===== config.mk =====
export PLATFORM = sky130hd
export DESIGN_NAME = busseq
export DESIGN_NICKNAME = d
export VERILOG_FILES = /design/src/rtl/busseq_pkg.sv /design/src/rtl/busseq_ctrl.sv /design/src/rtl/busseq_path.sv /design/src/rtl/busseq.sv
export SDC_FILE = /design/constraint.sdc
export NUM_CORES = 1
export LEC_CHECK = 0
export BUFFER_PORTS_ARGS = -buffer_cell sky130_fd_sc_hd__buf_4
export CAP_MARGIN = 20
export CORE_MARGIN = 3
export CORE_UTILIZATION = 49
export CTS_CLUSTER_DIAMETER = 200
export DETAILED_ROUTE_END_ITERATION = 8
export HOLD_SLACK_MARGIN = 0.05
export PLACE_DENSITY = 0.8
export SETUP_SLACK_MARGIN = 0.15
export SLEW_MARGIN = 15
export SYNTH_ARGS = -nofsm -noshare
export SYNTH_HDL_FRONTEND = slang
export SYNTH_SLANG_ARGS = --single-unit

===== constraint.sdc =====
create_clock -name clk -period 2.1 [get_ports clk]
set_input_delay 0.315 -clock clk [delete_from_list [all_inputs] [get_ports clk]]
set_output_delay 0.315 -clock clk [all_outputs]
set_load 0.02 [all_outputs]

===== src/rtl/busseq_pkg.sv =====
package busseq_pkg;

  localparam int KIND_W = 3;
  localparam int STAT_W = 3;

  typedef enum logic [2:0] {
    S_IDLE,
    S_T1,
    S_T2,
    S_TW,
    S_T3
  } tstate_e;

  typedef struct packed {
    logic              io;
    logic              wr;
    logic [STAT_W-1:0] stat;
  } kind_info_t;

  function automatic kind_info_t decode_kind(input logic [KIND_W-1:0] k);
    kind_info_t r;
    case (k)
      3'd0:    r = '{io: 1'b0, wr: 1'b0, stat: 3'b011};
      3'd2:    r = '{io: 1'b0, wr: 1'b1, stat: 3'b001};
      3'd3:    r = '{io: 1'b1, wr: 1'b0, stat: 3'b110};
      3'd4:    r = '{io: 1'b1, wr: 1'b1, stat: 3'b101};
      3'd5:    r = '{io: 1'b0, wr: 1'b0, stat: 3'b111};
      default: r = '{io: 1'b0, wr: 1'b0, stat: 3'b010};
    endcase
    return r;
  endfunction

endpackage


===== src/rtl/busseq_ctrl.sv =====
module busseq_ctrl
  import busseq_pkg::*;
(
  input  logic    clk,
  input  logic    rst,
  input  logic    start,
  input  logic    ready_i,
  output tstate_e st,
  output logic    ph
);

  tstate_e st_nx;
  logic    ph_nx;

  always_comb begin
    st_nx = st;
    ph_nx = ph;
    if (st == S_IDLE) begin
      if (start) begin
        st_nx = S_T1;
        ph_nx = 1'b0;
      end
    end else if (!ph) begin
      ph_nx = 1'b1;
    end else begin
      ph_nx = 1'b0;
      case (st)
        S_T1:       st_nx = S_T2;
        S_T2, S_TW: st_nx = ready_i ? S_T3 : S_TW;
        default:    st_nx = S_IDLE;
      endcase
    end
  end

  always_ff @(posedge clk or posedge rst) begin
    if (rst) begin
      st <= S_IDLE;
      ph <= 1'b0;
    end else begin
      st <= st_nx;
      ph <= ph_nx;
    end
  end

endmodule


===== src/rtl/busseq_path.sv =====
module busseq_path
  import busseq_pkg::*;
#(
  parameter int ADDR_W = 16,
  parameter int DATA_W = 8
) (
  input  logic                     clk,
  input  logic                     rst,
  input  logic                     start,
  input  logic [KIND_W-1:0]        kind,
  input  logic [ADDR_W-1:0]        addr,
  input  logic [DATA_W-1:0]        wdata,
  input  logic [DATA_W-1:0]        ad_i,
  input  tstate_e                  st,
  input  logic                     ph,
  output logic [ADDR_W-DATA_W-1:0] hi,
  output logic [DATA_W-1:0]        ad_o,
  output logic [STAT_W-1:0]        stat,
  output logic                     is_wr,
  output logic [DATA_W-1:0]        rdata
);

  localparam int HI_W = ADDR_W - DATA_W;

  kind_info_t        info_q;
  logic [ADDR_W-1:0] addr_q;
  logic [DATA_W-1:0] wdata_q;
  logic [DATA_W-1:0] rdata_q;
  logic [HI_W-1:0]   port_hi;

  // A port number is one low byte wide; fit it to the high pins.
  generate
    if (HI_W >= DATA_W) begin : g_port_wide
      assign port_hi = HI_W'(addr_q[DATA_W-1:0]);
    end else begin : g_port_narrow
      assign port_hi = addr_q[HI_W-1:0];
    end
  endgenerate

  always_ff @(posedge clk or posedge rst) begin
    if (rst) begin
      info_q  <= decode_kind('0);
      addr_q  <= '0;
      wdata_q <= '0;
    end else if (start) begin
      info_q  <= decode_kind(kind);
      addr_q  <= addr;
      wdata_q <= wdata;
    end
  end

  // Capture on the edge that ends the first clock of T3 (read strobe rises).
  always_ff @(posedge clk or posedge rst) begin
    if (rst) begin
      rdata_q <= '0;
    end else if (st == S_T3 && !ph && !info_q.wr) begin
      rdata_q <= ad_i;
    end
  end

  assign hi    = info_q.io ? port_hi : addr_q[ADDR_W-1:DATA_W];
  assign ad_o  = (st == S_T1) ? addr_q[DATA_W-1:0] : wdata_q;
  assign stat  = info_q.stat;
  assign is_wr = info_q.wr;
  assign rdata = rdata_q;

endmodule


===== src/rtl/busseq.sv =====
module busseq
  import busseq_pkg::*;
#(
  parameter int ADDR_W = 16,
  parameter int DATA_W = 8
) (
  input  logic                     clk,
  input  logic                     rst,
  input  logic                     req_valid,
  output logic                     req_ready,
  input  logic [2:0]               req_kind,
  input  logic [ADDR_W-1:0]        req_addr,
  input  logic [DATA_W-1:0]        req_wdata,
  output logic                     rsp_valid,
  output logic [DATA_W-1:0]        rsp_rdata,
  output logic [ADDR_W-DATA_W-1:0] bus_hi,
  output logic                     bus_hi_oe,
  output logic [DATA_W-1:0]        bus_ad_o,
  output logic                     bus_ad_oe,
  input  logic [DATA_W-1:0]        bus_ad_i,
  output logic                     bus_ale,
  output logic [2:0]               cyc_stat,
  output logic                     cyc_stat_oe,
  output logic                     rd_n,
  output logic                     wr_n,
  output logic                     strobe_oe,
  input  logic                     ready_i
);

  tstate_e st;
  logic    ph;
  logic    start;
  logic    is_wr;
  logic    live;
  logic    strb;

  assign live  = !rst;
  assign start = req_valid && req_ready;

  busseq_ctrl u_ctrl (
    .clk     (clk),
    .rst     (rst),
    .start   (start),
    .ready_i (ready_i),
    .st      (st),
    .ph      (ph)
  );

  busseq_path #(
    .ADDR_W (ADDR_W),
    .DATA_W (DATA_W)
  ) u_path (
    .clk   (clk),
    .rst   (rst),
    .start (start),
    .kind  (req_kind),
    .addr  (req_addr),
    .wdata (req_wdata),
    .ad_i  (bus_ad_i),
    .st    (st),
    .ph    (ph),
    .hi    (bus_hi),
    .ad_o  (bus_ad_o),
    .stat  (cyc_stat),
    .is_wr (is_wr),
    .rdata (rsp_rdata)
  );

  // Strobe window: all of T2, every wait state, first clock of T3.
  assign strb = (st == S_T2) || (st == S_TW) || (st == S_T3 && !ph);

  assign req_ready   = live && (st == S_IDLE);
  assign bus_ale     = live && (st == S_T1) && !ph;
  assign rd_n        = !(live && strb && !is_wr);
  assign wr_n        = !(live && strb && is_wr);
  assign bus_ad_oe   = live && ((st == S_T1) || (is_wr && st != S_IDLE));
  assign bus_hi_oe   = live;
  assign cyc_stat_oe = live;
  assign strobe_oe   = live;
  assign rsp_valid   = live && (st == S_T3) && ph;

endmodule


* Word level (Yosys, flattened, before mapping)
Index checks and enable logic that the tools add are counted.
** Storage, ports and cells
- Bits of input ports :: 39
- Register bits after elaboration :: 41
- Output and inout port bits :: 36
** Operators by class
- Multiplexer cells :: 11
- Equal/unequal tests :: 9
- Reductions and logical operators :: 27
** Operator list (count)
- case mux 5 bit (5 select lines) :: 1
- two-way mux 8 bit :: 2
- logical AND 1 bit :: 13
- == test 3 x 2 -> 1 bit, second input constant :: 4
- two-way mux 3 bit :: 4
- == test 3 bit, second input constant :: 3
- zero test 3 bit :: 2
- case mux 3 bit (2 select lines) :: 1
- zero test 1 bit :: 5
- == test 3 x 1 -> 1 bit, second input constant :: 1
- logical OR 1 bit :: 3
- two-way mux 1 bit :: 3
- nonzero test 3 bit :: 1
- != test 2 bit, second input constant :: 1
- AND reduction 2 bit :: 1
- nonzero test 2 bit :: 1
- OR reduction 2 bit :: 1

* Longest topological paths before layout
Gate-level depths: netlist of the first run.
- Word-level depth :: 6
- Depth in mapped cells :: 6
- Depth with buffers taken out :: 3

* By module
A second synthesis of the first run with hierarchy kept.
** Unflattened totals
- Cells, all modules :: 146
- Area, all modules :: 1961.9 µm²
** Modules (own cells, without submodules)
- busseq_path :: cells an instance 111, instances 1, area an instance 1647.8 µm²
- busseq_ctrl :: cells an instance 18, instances 1, area an instance 201.4 µm²
- busseq :: cells an instance 17, instances 1, area an instance 112.6 µm²

* Least setup slack after synthesis of the first run
No wires, ideal clock.
- Kind :: input port to output port
- Start :: input rst
- End :: output cyc_stat_oe
- Stages on the path :: 2
- Data arrival time :: 1615 ps
- Data required time :: 1785 ps
- Path slack :: 170 ps
- Path through :: inv_1 buf_4
** On the way
- Longest elaborated chain between the ends :: 1
** Ends and longest elaborated chain
- start: declaration :: line busseq.sv:8 : input logic rst,
- zero test 1 bit (no source line)
- end: declaration :: line busseq.sv:23 : output logic cyc_stat_oe,
Every way passes these cells.

* Final worst setup path of the first run
- Start :: register u_ctrl.st[1]
- End :: output wr_n
** On the way
- Longest elaborated chain between the ends :: 6
** Ends and longest elaborated chain
- start: declaration :: line busseq_ctrl.sv:8 : output tstate_e st,
- start signal: assignment :: line busseq_ctrl.sv:40 : st <= st_nx;
- == test 3 x 2 -> 1 bit or == test 3 bit (tied branches) :: line busseq.sv:70 : assign strb = (st == S_T2) || (st == S_TW) || (st == S_T3 && !ph);
- logical OR 1 bit or logical AND 1 bit (tied branches) :: line busseq.sv:70
- logical OR 1 bit * :: line busseq.sv:70
- logical AND 1 bit * (2 in series) :: line busseq.sv:75 : assign wr_n = !(live && strb && is_wr);
- zero test 1 bit * :: line busseq.sv:75
- end: declaration :: line busseq.sv:25 : output logic wr_n,
Every way passes the cells marked *; elsewhere a longest branch is shown, timed or not.

==> results of run 1 <==
## area by class of cell
| type | count | area, um^2 | area share, % |
|---|---|---|---|
| Multi-Input combinational cell | 86 | 895 | 31.6 |
| Timing Repair Buffer | 92 | 747 | 26.4 |
| Clock buffer | 6 | 72.6 | 2.56 |
| Tap cell | 48 | 60.1 | 2.12 |
| Sequential cell | 41 | 1030 | 36.5 |
| Clock inverter | 2 | 10.0 | 0.353 |
| Inverter | 4 | 15.0 | 0.530 |
## routing by layer
| layer | vias to the layer above | part of all wire, % | GRT usage, % |
|---|---|---|---|
| met1 | 733 | 38 | 21.5 |
| met5 | - | 0 | 0 |
| li1 | 673 | - | - |
| met4 | 0 | 0.97 | 5.32 |
| met3 | 4 | 7.1 | 6.47 |
| met2 | 49 | 54 | 36.8 |
## sequential cells by signal, summed over array words and instances (netlist names)
| register | flops |
|---|---|
| u_ctrl.ph | 1 |
| u_path.is_wr | 1 |
| u_path.addr_q | 16 |
| u_path.rdata | 8 |
| u_path.wdata_q | 8 |
| u_path.info_q | 1 |
| u_ctrl.st | 3 |
| u_path.stat | 3 |
## what timing repair did
action,in CTS,in global routing
hold buffers,1,0
hold endpoints to repair,1,0
gates resized for setup,18,7
setup buffers,8,4
endpoints found under the setup margin,10,33
pin swaps,3,5
## where the power goes
part	total, mW	internal (mW)	leakage (nW)	switching (mW)
registers	1.52	1.21	0.492	0.308
clock network	0.489	0.230	0.0450	0.258
logic	2.69	1.47	0.823	1.22
## per-stage QoR
step | hold WS (ps) | setup WS [ps] | utilization (%)
after global placement | 253 | 306 | 67.5
final | 244 | 124 | 74.6
after CTS | 238 | 119 | 73.1
after floorplan | 450 | 170 | -
after global routing | 237 | 46.8 | 74.6
after detailed placement | 260 | 263 | 67.5
## cell usage after synthesis
library cell / n / area, um^2
nand4b_1: 1 / 8.76
buf_2: 1 / 5.00
o21a_1: 2 / 15.0
mux2_2: 17 / 191
nor3_1: 1 / 5.00
dfstp_2: 2 / 52.6
or2_2: 1 / 6.26
nor2_1: 3 / 11.3
a31oi_1: 2 / 12.5
nor4_1: 1 / 6.26
or4b_4: 1 / 13.8
clkbuf_1: 1 / 3.75
a21oi_1: 2 / 10.0
and2_1: 1 / 6.26
xor2_1: 2 / 17.5
or2b_1: 1 / 7.51
o21ai_0: 3 / 15.0
mux2_1: 25 / 282
nor4_4: 1 / 21.3
dfrtp_1: 39 / 976
inv_1: 4 / 15.0
a21o_1: 1 / 7.51
nand2b_1: 1 / 6.26
nor2_8: 1 / 20.0
nor3b_1: 2 / 15.0
nor2b_1: 1 / 6.26
mux2_4: 8 / 120
nand2_1: 4 / 15.0
buf_4: 7 / 52.6
o22ai_1: 2 / 12.5
nand3b_1: 1 / 7.51
mux2i_1: 1 / 10.0
buf_6: 5 / 56.3
## cells by family (layout without fill, tap and decap cells)
group / Yosys count / after routing / share of synthesized area [%]
mux: 51 / 51 / 30.0
flops: 41 / 41 / 51.2
simple gates: 21 / 21 / 7.78
buf+inv: 18 / 104 / 6.60
compound gates: 12 / 12 / 3.61
xor+xnor: 2 / 2 / 0.871
## worst max path at each step
| stage | endpoint | depth (start not counted) |
|---|---|---|
| after floorplan | cyc_stat_oe | 2 |
| after CTS | wr_n | 4 |
| after global placement | wr_n | 4 |
| final | wr_n | 4 |
| after global routing | wr_n | 4 |
| after detailed placement | u_path.addr_q[1]$_DFFE_PP0P_ | 4 |
## layout by cell type (no fill, tap or decap), types with 2 or more instances in the layout
cell type | Yosys | final
o22ai_1 | 2 | 2
clkbuf_8 | 0 | 5
o21ai_0 | 3 | 3
dfrtp_2 | 0 | 4
o21a_1 | 2 | 2
mux2_2 | 17 | 9
nor2_1 | 3 | 3
xor2_1 | 2 | 2
buf_4 | 7 | 79
a31oi_1 | 2 | 2
dfrtp_1 | 39 | 35
mux2_1 | 25 | 25
mux2_4 | 8 | 16
nand2_1 | 4 | 4
clkinv_2 | 0 | 2
buf_6 | 5 | 11
dfstp_2 | 2 | 2
inv_1 | 4 | 3
==> flow_summary_export.csv, run 1 <==
group,metric,value,unit
outcome,status,"finished clean",
worst_setup_path,reg2regPathDepth,5,
sta,finalSetupViolCount,0,
synthesis,avgSynthCellArea,13.9,um^2
grt,grt_overflow,0,
worst_setup_path,start_kind,"flop",
synthesis,postSynthCellCount,145,
grt,grt_pass1_wl,7.77,mm
clock_network,cts-buffers-inserted,5,
die,die_area,0.00491,mm^2
worst_setup_path,crit_family,"simple AND/OR/NAND/NOR gates",
worst_setup_path,r2r-end,"u_path.addr_q[1]$_DFFE_PP0P_",
hold_path,hold_path_end,"u_path.addr_q[6]$_DFFE_PP0P_",
sta,fin_crit,1980,ps
clock_network,cts_tree,"built",
routing,vias,1459,
worst_setup_path,crit_buf_inv,1,
synthesis,ys_seq_area_share,51.2,%
placed_design,dp_cells,258,
worst_setup_path,required,1780,ps
placed_design,gp_congestion,0.814,
worst_setup_path,cp_cell_sequence,"or4b_4 > a21oi_2 > nand2_1 > buf_6",
sta,slew_headroom,70.9,%
worst_setup_path,r2r_setup_slack,210,ps
placed_design,io_buffer_count,74,
hold_path,hold_path.class,"in2reg",
cells_and_area,layout-area-overhead-vs-synth,40.9,%
clock_network,clk_latency,280,ps
die,core,0.00380,mm^2
pwr,power_density,1660,mW/mm^2
die,die_h,70.1,um
pwr,finalPower,4.70,mW
worst_setup_path,crit_arrival,1660,ps
cells_and_area,fillers,252,
synthesis,netlist_area,0.00201,mm^2
sta,tightest_slew,437,ps
routing,final_antenna_net_count,0,
die,die_width,70.1,um
die,num_rows,22,
hold_path,hp-start,"req_addr[6]",
worst_setup_path,max_stage_delay,530,ps
placed_design,hpwl,3.34,mm
worst_setup_path,crit_type,"reg2out",
pwr,power.leakage,1.36,nW
sta,fmaxAchievable,0.506,GHz
routing,vias_per_cell,5.23,
clock_network,ctsHtreeMaxLevel,2,
routing,post_drt_wl_per_cell,17.0,um
routing,first_pass_iters,4,
clock_network,cts_sinks,41,
die,pin_count,75,
clock_network,cts_root_buffer,"clkbuf_8",
die,initial_utilization,52.9,%
grt,grt_pass1_vias,1612,
synthesis,yosys_warnings,0,
sta,finClkSkew,4.97,ps
grt,grt_max_degree,27,
sta,hold_viol_final,0,
worst_setup_path,crit_path_top_delay_cell,"or4b_4",
sta,final.setup.tns,0,ps
routing,routed_wl,4.74,mm
cells_and_area,layout.nets,269,
cells_and_area,final_cell_area,0.00283,mm^2
routing,post-route-drc-count,0,
run,drv_cap,0,
clock_network,clk_pin_slew,80,ps
synthesis,synth_seq_cells,41,
hold_path,hold_depth,2,
sta,slew_viol_final,0,
worst_setup_path,crit_path_start,"u_ctrl.st[1]$_DFFE_PP0P_",
grt,grtUsageTotal,19.9,%
synthesis,synth_nets,184,
routing,drtIter0Drc,63,
worst_setup_path,endpoint_kind,"output pin",
cells_and_area,layout.cells.non_filler,279,
worst_setup_path,r2r-start,"u_ctrl.st[1]$_DFFE_PP0P_",
sta,finalCritPeriodShare,94.1,%
sta,rsz0062_at_grt,"yes",
pwr,max-vdd-ir-drop,1.07,mV
grt,antenna_found_initial,0,
cells_and_area,drive_above_1_share,58.4,%
cells_and_area,diodes,0,
clock_network,clk_path_buf_depth,2,
worst_setup_path,crit_fanout,4,
placed_design,post_dp_cell_area,0.00256,mm^2
synthesis,synth_cell_types,33,
Note: power is estimated with default switching activity, not from simulation.
==> run 2: changes to the inputs <==
Settings changed: ABC_AREA from default to 1, CORE_UTILIZATION 49 to 34, PLACE_DENSITY 0.8 to 0.59, TNS_END_PERCENT from default to 5.
==> flow_summary_export.csv, run 2 <==
group,metric,value,unit
clock_network,clk_latency,290,ps
grt,grtUsageTotal,14.4,%
outcome,status,"finished clean",
sta,slew_headroom,69.0,%
worst_setup_path,crit_type,"reg2out",
sta,hold_viol_final,0,
synthesis,synth_nets,293,
worst_setup_path,r2r_setup_slack,750,ps
die,pin_count,75,
synthesis,synth_common_cells,"nand2_1, dfrtp_1, inv_1",
sta,slew_viol_final,0,
routing,drtIter0Drc,51,
placed_design,io_buffer_count,74,
die,die_width,82.8,um
sta,tightest_slew,465,ps
clock_network,cts-buffers-inserted,5,
pwr,power_density,1560,mW/mm^2
worst_setup_path,crit_arrival,1560,ps
die,core,0.00561,mm^2
sta,finClkSkew,6.91,ps
die,num_rows,27,
synthesis,synth-async-reset-ratio,100,%
routing,routed_wl,4.73,mm
worst_setup_path,max_stage_delay,450,ps
worst_setup_path,endpoint_kind,"output pin",
worst_setup_path,crit_fanout,13,
die,die_h,82.8,um
sta,finalCritPeriodShare,89.5,%
synthesis,synth_edf_count,0,
cells_and_area,largest_reg_flops,16,
grt,grt_overflow,0,
die,die_area,0.00686,mm^2
pwr,finalPower,4.23,mW
worst_setup_path,cp_cell_sequence,"nor2_8 > nand2_1 > buf_4 > o21ai_0 > buf_4",
worst_setup_path,start_kind,"flop",
routing,wl_met3,417,um
cells_and_area,layout.cells.non_filler,398,
grt,grt_pass1_vias,1689,
cells_and_area,fillers,575,
run,drv_cap,0,
hold_path,hold_path.class,"in2async",
grt,antenna_found_initial,0,
cells_and_area,mostFrequentLayoutCells,"nand2_1, buf_4, dfrtp_1",
routing,met1_length,2.22,mm
routing,final_antenna_net_count,0,
synthesis,postSynthCellCount,254,
synthesis,ys_seq_area_share,51.3,%
routing,post_drt_wl_per_cell,11.9,um
routing,post-route-drc-count,0,
cells_and_area,diodes,0,
synthesis,avgSynthCellArea,7.90,um^2
routing,first_pass_iters,4,
synthesis,yosys_warnings,0,
synthesis,synth_top_area_share,48.7,%
worst_setup_path,crit_path_top_delay_cell,"dfrtp_2",
synthesis,ys.flop_type,"dfrtp_1",
sta,fmaxAchievable,0.532,GHz
pwr,max-vdd-ir-drop,0.936,mV
cells_and_area,drive_above_1_share,31.0,%
placed_design,gp_congestion,0.862,
grt,grt_max_degree,29,
sta,setup_ws,221,ps
worst_setup_path,required,1780,ps
pwr,power.leakage,1.51,nW
synthesis,synth_seq_cells,41,
clock_network,cts_sinks,41,
sta,rsz0062_at_grt,"yes",
clock_network,ctsHtreeMaxLevel,2,
synthesis,netlist_area,0.00201,mm^2
grt,grt_pass1_wl,8.16,mm
sta,fin_crit,1880,ps
cells_and_area,top_register,"u_path.addr_q",
cells_and_area,layout.nets,364,
sta,holdWs,152,ps
routing,vias_per_cell,4.38,
clock_network,clk_pin_slew,80,ps
placed_design,hpwl,3.50,mm
synthesis,ys_top_cells_by_area,"dfrtp_1, nand2_1, inv_1",
synthesis,synth_top_cell_by_area,"dfrtp_1",
worst_setup_path,timing.critical_path.mode_cell,"buf_4",
synthesis,yosysMostFrequentCell,"nand2_1",
sta,finalSetupViolCount,0,
cells_and_area,layout-area-overhead-vs-synth,34.7,%
clock_network,clk_path_buf_depth,2,
die,initial_utilization,35.8,%
clock_network,cts_root_buffer,"clkbuf_8",
placed_design,dp_cells,389,
routing,vias,1743,
sta,final.setup.tns,0,ps
cells_and_area,final_common_cell,"nand2_1",
clock_network,cts_tree,"built",
synthesis,synth_cell_types,21,
routing,wl_met2,2.04,mm
placed_design,place_ws,435,ps
routing,top_layer_used,"met4",
-- run 2: cell types whose count changed after synthesis, sizes merged, moves of 6 or more --
cell	previous run	this run
inv	4	23
mux2	50	4
nand2	4	127
nand3	0	6
nor2	4	11
o21ai	3	15
-- run 2: final timing paths --
| check | depth (start not counted) | from | to |
|---|---|---|---|
| setup / recovery | 5 | u_ctrl.st[2]$_DFFE_PP0P_ | bus_ad_o[1] |
| hold / removal | 3 | rst | u_path.rdata[7]$_DFFE_PP0P_ |
| setup reg to reg | 3 | u_ctrl.st[0]$_DFFE_PP0P_ | u_path.rdata[7]$_DFFE_PP0P_ |
| hold reg to reg | 2 | u_path.stat[1]$_DFFE_PP1P_ | u_path.stat[1]$_DFFE_PP1P_ |
| max in group asynchronous | 3 | rst | u_path.addr_q[6]$_DFFE_PP0P_ |
| min in group clk | 3 | req_addr[15] | u_path.addr_q[15]$_DFFE_PP0P_ |
-- run 2: cells by family after synthesis --
| kind of cell | share of synthesized area, % |
|---|---|
| AOI/OAI and AO/OA | 5.74 |
| buffers and inverters | 10.0 |
| DFF | 51.3 |
| muxes | 2.25 |
| and+or+nand+nor | 30.7 |
-- run 2: area by class of cell --
type | instances | area (um^2) | area share (%)
clock inverters | 2 | 37.5 | 1.39
flip-flops and latches | 41 | 1030 | 38.1
inverters | 23 | 92.6 | 3.43
multi-input cells | 175 | 776 | 28.7
clock buffers | 6 | 82.6 | 3.06
repair buffers | 79 | 593 | 21.9
well taps | 72 | 90.1 | 3.33
-- run 2: critical path: cells and delay by family (launching register included) --
| kind | cells | cell delay (ps) |
|---|---|---|
| compound gates | 1 | 170 |
| buf+inv | 2 | 380 |
| flops | 1 | 450 |
| simple gates | 2 | 290 |
-- run 2: what timing repair did --
| item | 4_1_cts | 5_1_grt |
|---|---|---|
| hold buffers | 0 | 0 |
| endpoints found under the setup margin | 4 | 5 |
| resized for setup | 1 | 3 |
| buffers inserted | 1 | 0 |
| hold endpoints to repair | 0 | 0 |
-- run 2: per-stage QoR --
stage	util, %	cell area (um^2)
2_1_floorplan	-	2010
3_3_place_gp	45.9	2570
3_5_place_dp	45.9	2570
4_1_cts	48.2	2700
5_1_grt	48.2	2700
6_report	48.2	2700
-- run 2: power by group --
group          total, mW  internal [mW]  switching (mW)
clock network      0.651          0.386           0.265
logic               2.10          0.888            1.21
registers           1.47           1.18           0.297
total               4.23           2.45            1.78
-- run 2: per-layer routing --
metal / global-route usage [%] / up-vias
met1: 18.9 / 771
met3: 5.56 / 7
met4: 4.01 / 0
met2: 22.2 / 53
li1: - / 912
met5: 0 / -
